===== src/rtl/acc_pkg.sv =====
package acc_pkg;
  localparam int BYTE_W = 8;

  localparam logic [BYTE_W-1:0] CODE_LOAD = 8'hB0;
  localparam logic [BYTE_W-1:0] CODE_ADD  = 8'h04;
  localparam logic [BYTE_W-1:0] CODE_STOP = 8'hF4;

  typedef enum logic [2:0] {
    ST_IDLE,
    ST_FETCH,
    ST_DECODE,
    ST_OPND,
    ST_EXEC,
    ST_HALT
  } state_t;

  typedef enum logic [1:0] {
    K_LOAD,
    K_ADD,
    K_STOP,
    K_BAD
  } kind_t;

  function automatic kind_t classify(input logic [BYTE_W-1:0] code);
    kind_t k;
    case (code)
      CODE_LOAD: k = K_LOAD;
      CODE_ADD:  k = K_ADD;
      CODE_STOP: k = K_STOP;
      default:   k = K_BAD;
    endcase
    return k;
  endfunction

  // {carry, sum} of a byte add
  function automatic logic [BYTE_W:0] add_wide(input logic [BYTE_W-1:0] x,
                                               input logic [BYTE_W-1:0] y);
    return {1'b0, x} + {1'b0, y};
  endfunction
endpackage


===== src/rtl/acc_pc.sv =====
module acc_pc #(
  parameter int ADDR_W = 16
) (
  input  logic              clk,
  input  logic              rst_n,
  input  logic              load,
  input  logic [ADDR_W-1:0] load_val,
  input  logic              step2,
  output logic [ADDR_W-1:0] pc
);
  localparam logic [ADDR_W-1:0] STEP = ADDR_W'(2);

  always_ff @(posedge clk or negedge rst_n) begin
    if (!rst_n)     pc <= '0;
    else if (load)  pc <= load_val;
    else if (step2) pc <= pc + STEP;
  end
endmodule


===== src/rtl/acc_regfile.sv =====
module acc_regfile #(
  parameter int NREGS  = 4,
  parameter int DATA_W = 8
) (
  input  logic                     clk,
  input  logic                     rst_n,
  input  logic                     we,
  input  logic [$clog2(NREGS)-1:0] widx,
  input  logic [DATA_W-1:0]        wdata,
  input  logic [$clog2(NREGS)-1:0] ridx,
  output logic [DATA_W-1:0]        rdata
);
  logic [DATA_W-1:0] regs [NREGS];

  for (genvar g = 0; g < NREGS; g++) begin : g_reg
    always_ff @(posedge clk or negedge rst_n) begin
      if (!rst_n)                                 regs[g] <= '0;
      else if (we && widx == ($clog2(NREGS))'(g)) regs[g] <= wdata;
    end
  end

  assign rdata = regs[ridx];
endmodule


===== src/rtl/acc_ctrl.sv =====
module acc_ctrl
  import acc_pkg::*;
(
  input  logic              clk,
  input  logic              rst_n,
  input  logic              start,
  input  logic [BYTE_W-1:0] rdata,
  output state_t            state,
  output kind_t             kind,
  output logic              take_start,
  output logic              exec_fire,
  output logic              illegal_op
);
  state_t nxt;
  kind_t  dec_kind;

  assign dec_kind   = classify(rdata);
  assign take_start = start && (state == ST_IDLE || state == ST_HALT);
  assign exec_fire  = (state == ST_EXEC);

  always_comb begin
    nxt = state;
    case (state)
      ST_IDLE:   if (start) nxt = ST_FETCH;
      ST_FETCH:  nxt = ST_DECODE;
      ST_DECODE: nxt = (dec_kind == K_LOAD || dec_kind == K_ADD) ? ST_OPND : ST_HALT;
      ST_OPND:   nxt = ST_EXEC;
      ST_EXEC:   nxt = ST_FETCH;
      ST_HALT:   if (start) nxt = ST_FETCH;
      default:   nxt = ST_IDLE;
    endcase
  end

  always_ff @(posedge clk or negedge rst_n) begin
    if (!rst_n) begin
      state      <= ST_IDLE;
      kind       <= K_STOP;
      illegal_op <= 1'b0;
    end else begin
      state <= nxt;
      if (state == ST_DECODE) kind <= dec_kind;
      if (take_start)
        illegal_op <= 1'b0;
      else if (state == ST_DECODE && dec_kind == K_BAD)
        illegal_op <= 1'b1;
    end
  end
endmodule


===== src/rtl/acc_core.sv =====
module acc_core
  import acc_pkg::*;
#(
  parameter int ADDR_W = 16,
  parameter int NREGS  = 4
) (
  input  logic              clk,
  input  logic              rst_n,
  input  logic              start,
  input  logic [ADDR_W-1:0] start_addr,
  output logic [ADDR_W-1:0] mem_addr,
  output logic              mem_rd,
  input  logic [BYTE_W-1:0] mem_rdata,
  output logic              halted,
  output logic              illegal_op,
  output logic              carry,
  output logic [BYTE_W-1:0] reg_a
);
  localparam int IDX_W = $clog2(NREGS);
  localparam logic [IDX_W-1:0] IDX_A = '0;

  state_t            state;
  kind_t             kind;
  logic              take_start;
  logic              exec_fire;
  logic [ADDR_W-1:0] pc;
  logic [BYTE_W:0]   sum_w;
  logic [BYTE_W-1:0] wr_val;

  acc_ctrl u_ctrl (
    .clk        (clk),
    .rst_n      (rst_n),
    .start      (start),
    .rdata      (mem_rdata),
    .state      (state),
    .kind       (kind),
    .take_start (take_start),
    .exec_fire  (exec_fire),
    .illegal_op (illegal_op)
  );

  acc_pc #(.ADDR_W(ADDR_W)) u_pc (
    .clk      (clk),
    .rst_n    (rst_n),
    .load     (take_start),
    .load_val (start_addr),
    .step2    (exec_fire),
    .pc       (pc)
  );

  assign sum_w  = add_wide(reg_a, mem_rdata);
  assign wr_val = (kind == K_LOAD) ? mem_rdata : sum_w[BYTE_W-1:0];

  acc_regfile #(.NREGS(NREGS), .DATA_W(BYTE_W)) u_regs (
    .clk   (clk),
    .rst_n (rst_n),
    .we    (exec_fire),
    .widx  (IDX_A),
    .wdata (wr_val),
    .ridx  (IDX_A),
    .rdata (reg_a)
  );

  always_ff @(posedge clk or negedge rst_n) begin
    if (!rst_n)                          carry <= 1'b0;
    else if (exec_fire && kind == K_ADD) carry <= sum_w[BYTE_W];
  end

  assign mem_rd   = (state == ST_FETCH) || (state == ST_OPND);
  assign mem_addr = (state == ST_OPND) ? pc + ADDR_W'(1) : pc;
  assign halted   = (state == ST_HALT);
endmodule


===== config.mk =====
export PLATFORM = sky130hd
export DESIGN_NAME = acc_core
export DESIGN_NICKNAME = d
export VERILOG_FILES = /design/src/rtl/acc_pkg.sv /design/src/rtl/acc_pc.sv /design/src/rtl/acc_regfile.sv /design/src/rtl/acc_ctrl.sv /design/src/rtl/acc_core.sv
export SDC_FILE = /design/constraint.sdc
export NUM_CORES = 1
export LEC_CHECK = 0
export BUFFER_PORTS_ARGS = -buffer_cell sky130_fd_sc_hd__buf_2
export CAP_MARGIN = 10
export CORE_ASPECT_RATIO = 1.1
export CORE_MARGIN = 2
export CORE_UTILIZATION = 48
export CTS_CLUSTER_SIZE = 40
export DETAILED_ROUTE_END_ITERATION = 16
export PLACE_DENSITY = 0.78
export SLEW_MARGIN = 10
export SYNTH_ARGS = -nofsm -noshare
export SYNTH_HDL_FRONTEND = slang
export SYNTH_SLANG_ARGS = --single-unit

===== constraint.sdc =====
create_clock -name clk -period 2 [get_ports clk]
set_clock_uncertainty 0.15 [all_clocks]
set_input_delay 0.1 -clock clk [delete_from_list [all_inputs] [get_ports clk]]
set_output_delay 0.1 -clock clk [all_outputs]
set_load 0.01 [all_outputs]

Word level (Yosys, flattened, before mapping)
Cells that the tools add are included.
{"block": "word_totals", "register_bits": 31, "input_bits": 27, "out_inout_bits": 28, "word_cells": 43}
{"block": "classes", "n_addsub": 3, "n_eq_ne": 12, "n_mux": 10, "n_reduce_logical": 12}
{"cell": "$mux W16", "n": 3}
{"cell": "$add A16 B1 Y16 const B", "n": 1}
{"cell": "$add A16 B2 Y16 const B", "n": 1}
{"cell": "$eq A8 B8 Y1 const B", "n": 2}
{"cell": "$pmux W3 S5", "n": 1}
{"cell": "$add A8 B8 Y9", "n": 1}
{"cell": "$eq A8 B3 Y1 const B", "n": 1}
{"cell": "$mux W8", "n": 1}
{"cell": "$eq A3 B2 Y1 const B", "n": 2}
{"cell": "$eq A3 B3 Y1 const B", "n": 2}
{"cell": "$mux W3", "n": 2}
{"cell": "$pmux W2 S3", "n": 1}
{"cell": "$eq A2 B1 Y1 const B", "n": 2}
{"cell": "$logic_not A2 Y1", "n": 2}
{"cell": "$reduce_bool A2 Y1", "n": 2}
{"cell": "$eq A3 B1 Y1 const B", "n": 1}
{"cell": "$logic_and A1 B1 Y1", "n": 3}
{"cell": "$logic_not A3 Y1", "n": 1}
{"cell": "$logic_or A1 B1 Y1", "n": 3}
{"cell": "$eq A2 B2 Y1 const B", "n": 1}
{"cell": "$mux W1", "n": 2}
{"cell": "$ne A2 B1 Y1 const B", "n": 1}
{"cell": "$reduce_or A2 Y1", "n": 1}

Logic depth before layout (Yosys ltp)
Gate-level depths: netlist of run 1.
{"block": "logic_depth", "word_depth": 6, "mapped_depth": 7, "depth_no_buf": 7}

Hierarchy
From an unflattened synthesis of run 1, not the netlist that was laid out.
{"block": "hier_totals", "cells_unflattened": 326, "hier_area_um2": 3552.2}
{"module": "acc_regfile", "n_inst": 1, "cells_per_inst": 78, "area_each_um2": 1401.3, "seq_area_each_um2": 800.8}
{"module": "acc_pc", "n_inst": 1, "cells_per_inst": 105, "area_each_um2": 999.7, "seq_area_each_um2": 400.4}
{"module": "acc_core", "n_inst": 1, "cells_per_inst": 107, "area_each_um2": 802.0, "seq_area_each_um2": 25.0}
{"module": "acc_ctrl", "n_inst": 1, "cells_per_inst": 36, "area_each_um2": 349.1, "seq_area_each_um2": 151.4}

Least setup slack after synthesis of run 1
Ideal clock, no wire load.
{"block": "synth_timing", "kind": "register to register", "startpoint": "reg u_regs.regs[24] in the netlist's numbering", "endpoint": "reg u_regs.regs[30] in the netlist's numbering", "setup_ps": 127, "arrival_ps": 1838, "required_ps": 1723, "setup_slack_ps": -115, "stages_incl_launch_ff": 8, "path_buffers": 0, "synth_period_minus_slack_ps": 2115, "path_cell_list": "dfrtp_1 > ha_1 > fa_1 > a21o_1 > o21ba_2 > o22ai_1 > mux2i_1 > nand3_1"}
{"block": "synth_via", "elab_chain_cells": 2}
{"element": "from (decl)", "line_no": "acc_regfile.sv:13", "text": "logic [DATA_W-1:0] regs [NREGS];"}
{"element": "from (signal, indexed assignment)", "line_no": "acc_regfile.sv:18", "text": "else if (we && widx == ($clog2(NREGS))'(g)) regs[g] <= wdata;"}
{"element": "$add A8 B8 Y9", "line_no": "acc_pkg.sv:38", "text": "return {1'b0, x} + {1'b0, y};"}
{"element": "$mux W8", "line_no": "acc_core.sv:52", "text": "assign wr_val = (kind == K_LOAD) ? mem_rdata : sum_w[BYTE_W-1:0];"}
No other way between the ends.
A chain may end at the register's enable or synchronous reset.

Worst setup path in the final report of run 1
{"block": "layout_timing", "startpoint": "reg u_pc.pc[1]", "endpoint": "out mem_addr[12]"}
{"block": "layout_via", "elab_chain_cells": 2}
{"element": "from (decl)", "line_no": "acc_pc.sv:9", "text": "output logic [ADDR_W-1:0] pc"}
{"element": "from (signal assigned)", "line_no": "acc_pc.sv:15", "text": "else if (load) pc <= load_val;"}
{"element": "from (signal assigned)", "line_no": "acc_pc.sv:16", "text": "else if (step2) pc <= pc + STEP;"}
{"element": "$add A16 B1 Y16", "line_no": "acc_core.sv:70", "text": "assign mem_addr = (state == ST_OPND) ? pc + ADDR_W'(1) : pc;"}
{"element": "$mux W16", "line_no": "acc_core.sv:70"}
{"element": "to (decl)", "line_no": "acc_core.sv:11", "text": "output logic [ADDR_W-1:0] mem_addr,"}
No other way between the ends.

==> flow_metrics.tcl, run 1 <==
set metrics [dict create \
    final_common_cell "buf_2" \
    grt_setup_unrepaired "true" \
    core_area_um2 4350 \
    io_pins 55 \
    clk_pin_slew_ns 0.07 \
    antenna-diode-count 0 \
    fin_hold_ws_ns 0.0195 \
    crit_path_start_kind "flip-flop" \
    critical-path-top-delay-family "simple AND/OR/NAND/NOR gates" \
    fin_nets 385 \
    max_stage_delay_ns 0.41 \
    finalMaxSlewViolations 0 \
    cp.required_ns 1.75 \
    power_density_nw_per_um2 1400 \
    htree_levels 2 \
    yosysWarnings 0 \
    worst_pin_slew_ns 1.04 \
    dp_cells 368 \
    synth-edff-count 0 \
    drtIter0Drc 125 \
    overflow 0 \
    fin_cells 402 \
    ant_nets 0 \
    critPathSlowestCell "dfrtp_2" \
    area_delta_synth_final_pct 38.8 \
    wirelength_um 6090 \
    hp-class "input port to flip-flop" \
    cts_buffers 5 \
    met2_length_um 3100 \
    placed_area_um2 2630 \
    cts_root_buffer "clkbuf_8" \
    die_y_um 75.1 \
    finalHoldViolations 0 \
    critPathKind "flip-flop to output pin" \
    final_util_pct 70.4 \
    swShare_pct 44.1 \
    grt_pass1_wl_um 9500 \
    synth_cells 255 \
    grt_use_total_pct 25.1 \
    numPortBuffers 54 \
    setup_viol 8 \
    drive_above_1_share_pct 33.3 \
    met3_length_um 276 \
    cp-end-kind "output pin" \
    antenna_found_initial 0 \
    irDropWorstVdd_uv 838 \
    grt_max_degree 32 \
    layout_common_cells "54 x buf_2, 35 x nand2_1, 29 x dfrtp_1" \
    share_clk_of_total_power_pct 11.2 \
    cp_common_cell "nor2_2" \
    final_area_um2 3060 \
    placementRows 25 \
    hpwl_um 4180 \
    clk_path_buf_depth 2 \
    internal_power_w 0.00240 \
    syn_avg_cell_area_um2 8.65 \
    yosysSeqAreaShare_pct 35.2 \
    fillers 339 \
    relSlewSlack_pct 30.4 \
    cp_max_fo 5 \
    async_flop_share_pct 100 \
    drc 0 \
    synth_flop_cell "dfrtp_1" \
    vias 2264 \
    ys_ff_latch 31 \
    grt_pass1_vias 2119 \
    max_freq_mhz 480 \
    maxCapViolCount 0 \
    fp.dieW_um 68.6 \
    p_leak_nw 1.40 \
    top_layer "met4" \
    worst-path-buf-inv 1 \
    dieArea_um2 5150 \
    worst_slack_ns -0.0831 \
    crit_chain "ha_1, nand4b_1, nor2_2, nand3_4, nor2_2, xor2_1, buf_2" \
    synth_nets 293 \
    wl_per_cell_um 15.1 \
    p_comb_share_pct 59.0 \
    outcome "finished with violations" \
    cts_tree "done" \
    clk_latency_ns 0.29 \
    synthesis.area_um2 2210 \
    finalWeightedCongestion 0.895 \
    switchingPower_w 0.00190 \
    first_pass_iters 4 \
    violations "negative setup slack" \
    finalCritPeriodShare_pct 104 \
    vias_per_cell 5.63 \
    met1_length_um 2620 \
    start_util_pct 50.7 \
    seqPwrFrac_pct 29.8 \
    synth_cell_types 51 \
    fin_crit_ns 2.08 \
    clock-sinks 31 \
    worst_ep_arrival_time_ns 1.83 \
]
metrics by stage:
step	total power, W	setup WS [ns]	TNS, ns
after global placement	0.00354	0.0107	0
after floorplan	0.00279	-0.00226	-0.00226
after detailed placement	0.00363	-0.0233	-0.0316
after CTS	0.00422	-0.0797	-0.482
after global routing	0.00464	-0.190	-1.42
final	0.00429	-0.0831	-0.496
state kept, by name (all words and copies together), names as in the netlist:
signal	count
u_ctrl.illegal_op	1
u_regs.regs	8
u_ctrl.state	3
u_pc.pc	16
u_ctrl.kind	2
carry	1
tightest hold or removal path: cells and delay by family:
kind                   cells  cell delay [ns]
AO/OA/AOI/OAI              1             0.14
buffers and inverters      1             0.11
multiplexers               1             0.07
synthesized netlist by cell type, drive strengths merged, types with 2 or more instances:
library cell / count / area share (%)
nand3: 11 / 2.5
ha: 10 / 5.7
o211ai: 2 / 0.68
nand2b: 4 / 1.1
nand2: 36 / 6.1
mux2: 2 / 1.0
nor2: 28 / 4.8
nor3: 8 / 2.3
or3: 2 / 0.79
mux2i: 6 / 2.7
a221o: 3 / 1.4
a211oi: 5 / 1.7
o32ai: 2 / 0.79
a21o: 3 / 1.0
o22a: 2 / 0.79
xnor2: 11 / 4.4
nor3b: 5 / 1.7
xor2: 12 / 4.8
o21ai: 19 / 4.8
nand4: 4 / 1.1
nor4: 2 / 0.57
and3: 2 / 0.57
o311ai: 4 / 1.6
a21oi: 7 / 1.6
clkbuf: 9 / 1.5
buf: 4 / 1.2
or2: 2 / 0.57
and4: 2 / 0.79
dfrtp: 30 / 34
inv: 3 / 0.51
path summary, 6_finish.rpt:
path | start | slack [ns] | endpoint | depth (start not counted)
setup / recovery | u_pc.pc[1] | -0.08 | mem_addr[12] | 7
hold / removal | mem_rdata[5] | 0.02 | u_regs.regs[29] | 3
setup reg to reg | u_regs.regs[24] | 0.01 | u_regs.regs[30] | 7
hold reg to reg | u_ctrl.kind[0] | 0.34 | u_ctrl.kind[0] | 1
max in group asynchronous | rst_n | 0.94 | u_pc.pc[1] | 2
min in group asynchronous | rst_n | 0.26 | u_pc.pc[4] | 2
power groups by stage:
stage                     clock network [W]  logic [W]  registers [W]
after global routing               0.000521    0.00280        0.00132
final                              0.000482    0.00253        0.00128
after floorplan                           0    0.00158        0.00121
after global placement                    0    0.00230        0.00123
after detailed placement                  0    0.00239        0.00125
after CTS                          0.000488    0.00248        0.00125
cells by family (layout without fill, tap and decap cells):
logic type / Yosys count / count (layout) / synth area share [%]
compound gates: 54 / 54 / 17.0
xor+xnor: 23 / 23 / 9.13
fa+ha+maj: 11 / 11 / 6.58
buf+inv: 16 / 109 / 3.29
flops: 31 / 31 / 35.2
mux: 8 / 8 / 3.74
simple gates: 112 / 112 / 25.1
layout make-up:
| type | count | area (um^2) | share of cell area [%] |
|---|---|---|---|
| inverter | 3 | 11.3 | 0.368 |
| timing repair buffer | 98 | 651 | 21.3 |
| tap | 54 | 67.6 | 2.21 |
| clock buffer | 8 | 80.1 | 2.62 |
| sequential | 31 | 778 | 25.4 |
| multi-input combinational | 208 | 1470 | 48.1 |
metal layers:
metal	vias up	global-route usage, %
li1	1102	-
met1	1095	31.0
met2	59	42.5
met3	8	5.68
met4	0	9.56
met5	-	0
what timing repair did:
item | in CTS | in global routing
gates resized for setup | 17 | 10
buffers inserted | 4 | 2
setup endpoints to repair | 11 | 18
pin swaps | 8 | 5
hold endpoints to repair | 49 | 0
hold buffers | 20 | 0
Power figures use the tool's default switching activity.
==> run 2: changes to the inputs <==
--- a/config.mk
+++ b/config.mk
@@ -7,12 +7,15 @@
 export LEC_CHECK = 0
 export BUFFER_PORTS_ARGS = -buffer_cell sky130_fd_sc_hd__buf_2
 export CAP_MARGIN = 10
+export CELL_PAD_IN_SITES_DETAIL_PLACEMENT = 1
+export CELL_PAD_IN_SITES_GLOBAL_PLACEMENT = 1
 export CORE_ASPECT_RATIO = 1.1
 export CORE_MARGIN = 2
-export CORE_UTILIZATION = 48
+export CORE_UTILIZATION = 36
 export CTS_CLUSTER_SIZE = 40
 export DETAILED_ROUTE_END_ITERATION = 16
-export PLACE_DENSITY = 0.78
+export PLACE_DENSITY = 0.79
+export REMOVE_ABC_BUFFERS = 1
 export SLEW_MARGIN = 10
 export SYNTH_ARGS = -nofsm -noshare
 export SYNTH_HDL_FRONTEND = slang
==> flow_metrics.tcl, run 2 (synthesis gave the netlist of run 1 again) <==
set metrics [dict create \
    outcome "finished with violations" \
    violations "negative setup slack" \
    dieArea_um2 6770 \
    vias 2267 \
    cp.required_ns 1.75 \
    ant_nets 0 \
    antenna-diode-count 0 \
    grt_pass1_wl_um 11900 \
    setup_viol 9 \
    top_register "u_pc.pc" \
    grt_use_total_pct 22.3 \
    fin_crit_ns 2.17 \
    finalCritPeriodShare_pct 108 \
    relSlewSlack_pct 48.8 \
    layout_common_cells "54 x buf_2, 34 x nand2_1, 28 x dfrtp_1" \
    fin_nets 388 \
    clk_pin_slew_ns 0.07 \
    critPathSlowestCell "dfrtp_1" \
    max_freq_mhz 461 \
    final_util_pct 54.1 \
    vias_per_cell 5.30 \
    drc 0 \
    r2r_cells 7 \
    crit_chain "ha_2, nand4b_1, nor2_4, nand3_4, nor2_2, xor2_1, buf_2" \
    finalHoldViolations 0 \
    irDropWorstVdd_uv 828 \
    fin_cells 428 \
    clk_latency_ns 0.30 \
    fillers 705 \
    fp.dieW_um 78.6 \
    core_area_um2 5840 \
    cp-end-kind "output pin" \
    worst-path-buf-inv 1 \
    io_pins 55 \
    grt_setup_unrepaired "true" \
    worst_pin_slew_ns 0.768 \
    min_path_cells 3 \
    crit_path_start_kind "flip-flop" \
    critPathKind "flip-flop to output pin" \
    largest_reg_flops 16 \
    p_leak_nw 1.42 \
    cts_root_buffer "clkbuf_8" \
    finalWeightedCongestion 0.818 \
    final_area_um2 3160 \
    dp_cells 396 \
    antenna_found_initial 0 \
    cts_buffers 5 \
    largestRegisters "u_pc.pc (16), u_regs.regs (8), u_ctrl.state (3)" \
    critical-path-top-delay-family "simple AND/OR/NAND/NOR gates" \
    drive_above_1_share_pct 36.5 \
    hpwl_um 4760 \
    cts_tree "done" \
    htree_levels 2 \
    drtIter0Drc 99 \
    clock-sinks 31 \
    max_stage_delay_ns 0.42 \
    wl_per_cell_um 17.1 \
    grt_pass1_vias 2464 \
    finalMaxSlewViolations 0 \
    grt_max_degree 32 \
    wirelength_um 7330 \
    worst_slack_ns -0.168 \
    maxCapViolCount 0 \
    path_depth 7 \
    placed_area_um2 2680 \
    overflow 0 \
    worst_ep_arrival_time_ns 1.92 \
    cp_max_fo 5 \
    area_delta_synth_final_pct 43.2 \
    numPortBuffers 54 \
    placementRows 29 \
    hp-class "input port to flip-flop" \
    final_common_cell "buf_2" \
    clk_path_buf_depth 2 \
    die_y_um 86.1 \
    start_util_pct 37.8 \
    power_density_nw_per_um2 1410 \
    tns_ns -1.06 \
    first_pass_iters 4 \
]
run 2: cell type report:
class	instances	area, um^2	area share (%)
multi-input cells	208	1510	47.8
flip-flops and latches	31	779	24.7
repair buffers	101	681	21.5
well taps	77	96.3	3.05
clock buffers	7	76.3	2.42
inverters	3	11.3	0.356
clock inverters	1	5.00	0.158
run 2: metal layers:
| layer | vias up | global-route usage, % | share of wire (%) |
|---|---|---|---|
| li1 | 1104 | - | - |
| met1 | 1098 | 27.8 | 43 |
| met2 | 52 | 38.5 | 51 |
| met3 | 13 | 4.00 | 3.6 |
| met4 | 0 | 7.97 | 2.3 |
| met5 | - | 0 | 0 |
run 2: through the flow:
stage	worst slack, ns	hold WS, ns	total power [W]
after floorplan	-0.193	-0.346	0.00269
after global placement	-0.0807	0.0682	0.00358
after detailed placement	-0.124	0.0764	0.00368
after CTS	-0.145	0.0331	0.00429
after global routing	-0.282	0.0803	0.00483
final	-0.168	0.0257	0.00445
run 2: power by group:
| group | internal (W) | switching, W | leakage [nW] |
|---|---|---|---|
| Sequential | 0.000927 | 0.000354 | 0.374 |
| Combinational | 0.00125 | 0.00141 | 1.00 |
| Clock | 0.000244 | 0.000260 | 0.0422 |
| Total | 0.00242 | 0.00202 | 1.42 |
run 2: final timing paths:
kind	endpoint	from	slack [ns]
worst max-delay path	mem_addr[12]	u_pc.pc[1]	-0.17
worst min-delay path	u_regs.regs[27]	mem_rdata[3]	0.03
worst max register to register	carry	u_regs.regs[24]	0.01
worst min register to register	u_ctrl.illegal_op	u_ctrl.illegal_op	0.35
max in group asynchronous	u_pc.pc[4]	rst_n	0.90
min in group asynchronous	u_pc.pc[3]	rst_n	0.27
run 2: what timing repair did:
| item | in CTS | in global routing |
|---|---|---|
| hold endpoints to repair | 49 | 0 |
| gates cloned | 0 | 0 |
| endpoints found under the setup margin | 13 | 23 |
| gates resized for setup | 14 | 29 |
| hold buffers | 20 | 0 |
| pin swaps | 7 | 8 |
| setup buffers | 2 | 3 |
run 2: worst reg2reg max path: cells and delay by family (launching register included):
kind / cells / cell delay, ns
fa+ha+maj: 2 / 0.53
compound gates: 5 / 0.82
flops: 1 / 0.38
==> run 3: changes to the inputs <==
--- a/config.mk
+++ b/config.mk
@@ -15,6 +15,7 @@
 export CTS_CLUSTER_SIZE = 40
 export DETAILED_ROUTE_END_ITERATION = 16
 export PLACE_DENSITY = 0.79
+export RECOVER_POWER = 50
 export REMOVE_ABC_BUFFERS = 1
 export SLEW_MARGIN = 10
 export SYNTH_ARGS = -nofsm -noshare
==> flow_metrics.tcl, run 3 (synthesis gave the netlist of run 1 again) <==
set metrics [dict create \
    fp.dieW_um 78.6 \
    placed_area_um2 2680 \
    hpwl_um 4760 \
    grt_pass1_wl_um 11900 \
    worst_ep_arrival_time_ns 1.92 \
    tns_ns -1.07 \
    crit_chain "ha_2, nand4b_1, nor2_4, nand3_4, nor2_2, xor2_1, buf_2" \
    multi_input_area_um2 1510 \
    worst_pin_slew_ns 0.851 \
    outcome "finished with violations" \
    grt_max_degree 32 \
    area_delta_synth_final_pct 42.7 \
    numPortBuffers 54 \
    setup_viol 9 \
    fin_nets 388 \
    p_leak_nw 1.39 \
    power_density_nw_per_um2 1410 \
    vias 2281 \
    core_area_um2 5840 \
    cts_root_buffer "clkbuf_8" \
    final_common_cell "buf_2" \
    clk_path_buf_depth 2 \
    ant_nets 0 \
    irDropWorstVdd_uv 833 \
    hp-class "input port to flip-flop" \
    cts_buffers 5 \
    finalHoldViolations 0 \
    cts_tree "done" \
    grt_setup_unrepaired "true" \
    worst_slack_ns -0.166 \
    wirelength_um 7340 \
    drtIter0Drc 111 \
    start_util_pct 37.8 \
    clk_latency_ns 0.30 \
    clk_pin_slew_ns 0.07 \
    top_register "u_pc.pc" \
    max_freq_mhz 462 \
    clock-sinks 31 \
    grt_pass1_vias 2464 \
    drive_above_1_share_pct 33.9 \
    dieArea_um2 6770 \
    max_stage_delay_ns 0.42 \
    placementRows 29 \
    first_pass_iters 4 \
    htree_levels 2 \
    critPathSlowestCell "dfrtp_1" \
    io_pins 55 \
    antenna-diode-count 0 \
    drc 0 \
    fin_crit_ns 2.17 \
    fillers 709 \
    layout_common_cells "44 x buf_2, 34 x nand2_1, 28 x dfrtp_1" \
    crit_path_start_kind "flip-flop" \
    wl_per_cell_um 17.1 \
    largest_reg_flops 16 \
    cp_max_fo 5 \
    relSlewSlack_pct 43.3 \
    maxCapViolCount 0 \
    finalWeightedCongestion 0.818 \
    die_y_um 86.1 \
    grt_use_total_pct 22.3 \
    finalMaxSlewViolations 0 \
    finalCritPeriodShare_pct 108 \
    antenna_found_initial 0 \
    ff_latch_area_um2 779 \
    overflow 0 \
    largestRegisters "u_pc.pc (16), u_regs.regs (8), u_ctrl.state (3)" \
    cp-end-kind "output pin" \
    violations "negative setup slack" \
    critPathKind "flip-flop to output pin" \
    cp.required_ns 1.75 \
    final_area_um2 3150 \
    vias_per_cell 5.33 \
]
==> run 3: cell count changes in the layout (fill, tap and decap cells not counted), sizes merged <==
cell    change
buf        -10
clkbuf     +10
==> run 3: cell type report <==
type | count | share of cell area (%)
Tap cell | 77 | 3.06
Multi-Input combinational cell | 208 | 48.0
Timing Repair Buffer | 101 | 21.3
Inverter | 3 | 0.358
Clock inverter | 1 | 0.159
Sequential cell | 31 | 24.8
Clock buffer | 7 | 2.42
==> run 3: metal layers <==
layer	global-route usage (%)	vias to the layer above	part of all wire (%)	wire length, um
li1	-	1106	-	-
met1	27.8	1107	43	3170
met2	38.5	55	51	3730
met3	4.00	13	3.7	270
met4	7.97	0	2.3	170
met5	0	-	0	0
==> run 3: repair_timing <==
item                                    CTS  global route
pin swaps                                 7             8
buffers inserted                          2             3
hold buffers                             20             0
endpoints found under the hold margin    49             0
endpoints found under the setup margin   13            23
gates resized for setup                  14            29
==> run 3: power by group <==
| group | total (W) | switching (W) | internal (W) | leakage (nW) |
|---|---|---|---|---|
| clock | 0.000507 | 0.000263 | 0.000245 | 0.0422 |
| sequential | 0.00129 | 0.000361 | 0.000927 | 0.374 |
| combinational | 0.00264 | 0.00141 | 0.00123 | 0.976 |
==> run 3: through the flow <==
stage | setup slack [ns] | hold slack, ns | utilization [%] | cells | power [W]
final | -0.166 | 0.0263 | 53.9 | 428 | 0.00443
after CTS | -0.145 | 0.0331 | 52.0 | 426 | 0.00429
after global routing | -0.282 | 0.0803 | 53.9 | 428 | 0.00481
after floorplan | -0.193 | -0.346 | - | 242 | 0.00269
after detailed placement | -0.124 | 0.0764 | 45.9 | 396 | 0.00368
after global placement | -0.0807 | 0.0682 | 45.9 | 396 | 0.00358
==> run 3: worst paths after layout <==
check	startpoint	end	slack (ns)	depth (start not counted)
worst max-delay path	u_pc.pc[1]	mem_addr[12]	-0.17	7
worst min-delay path	mem_rdata[3]	u_regs.regs[27]	0.03	3
worst max register to register	u_regs.regs[24]	carry	0.01	7
worst min register to register	u_ctrl.kind[0]	u_ctrl.kind[0]	0.35	1
max in group asynchronous	rst_n	u_ctrl.state[2]	0.82	2
min in group asynchronous	rst_n	u_pc.pc[3]	0.29	2
==> run 3: critical path: cells and delay by family, from the launching register on <==
kind | cells | cell delay (ns)
simple gates | 4 | 0.69
flops | 1 | 0.42
fa+ha+maj | 1 | 0.19
xor+xnor | 1 | 0.16
buf+inv | 1 | 0.16
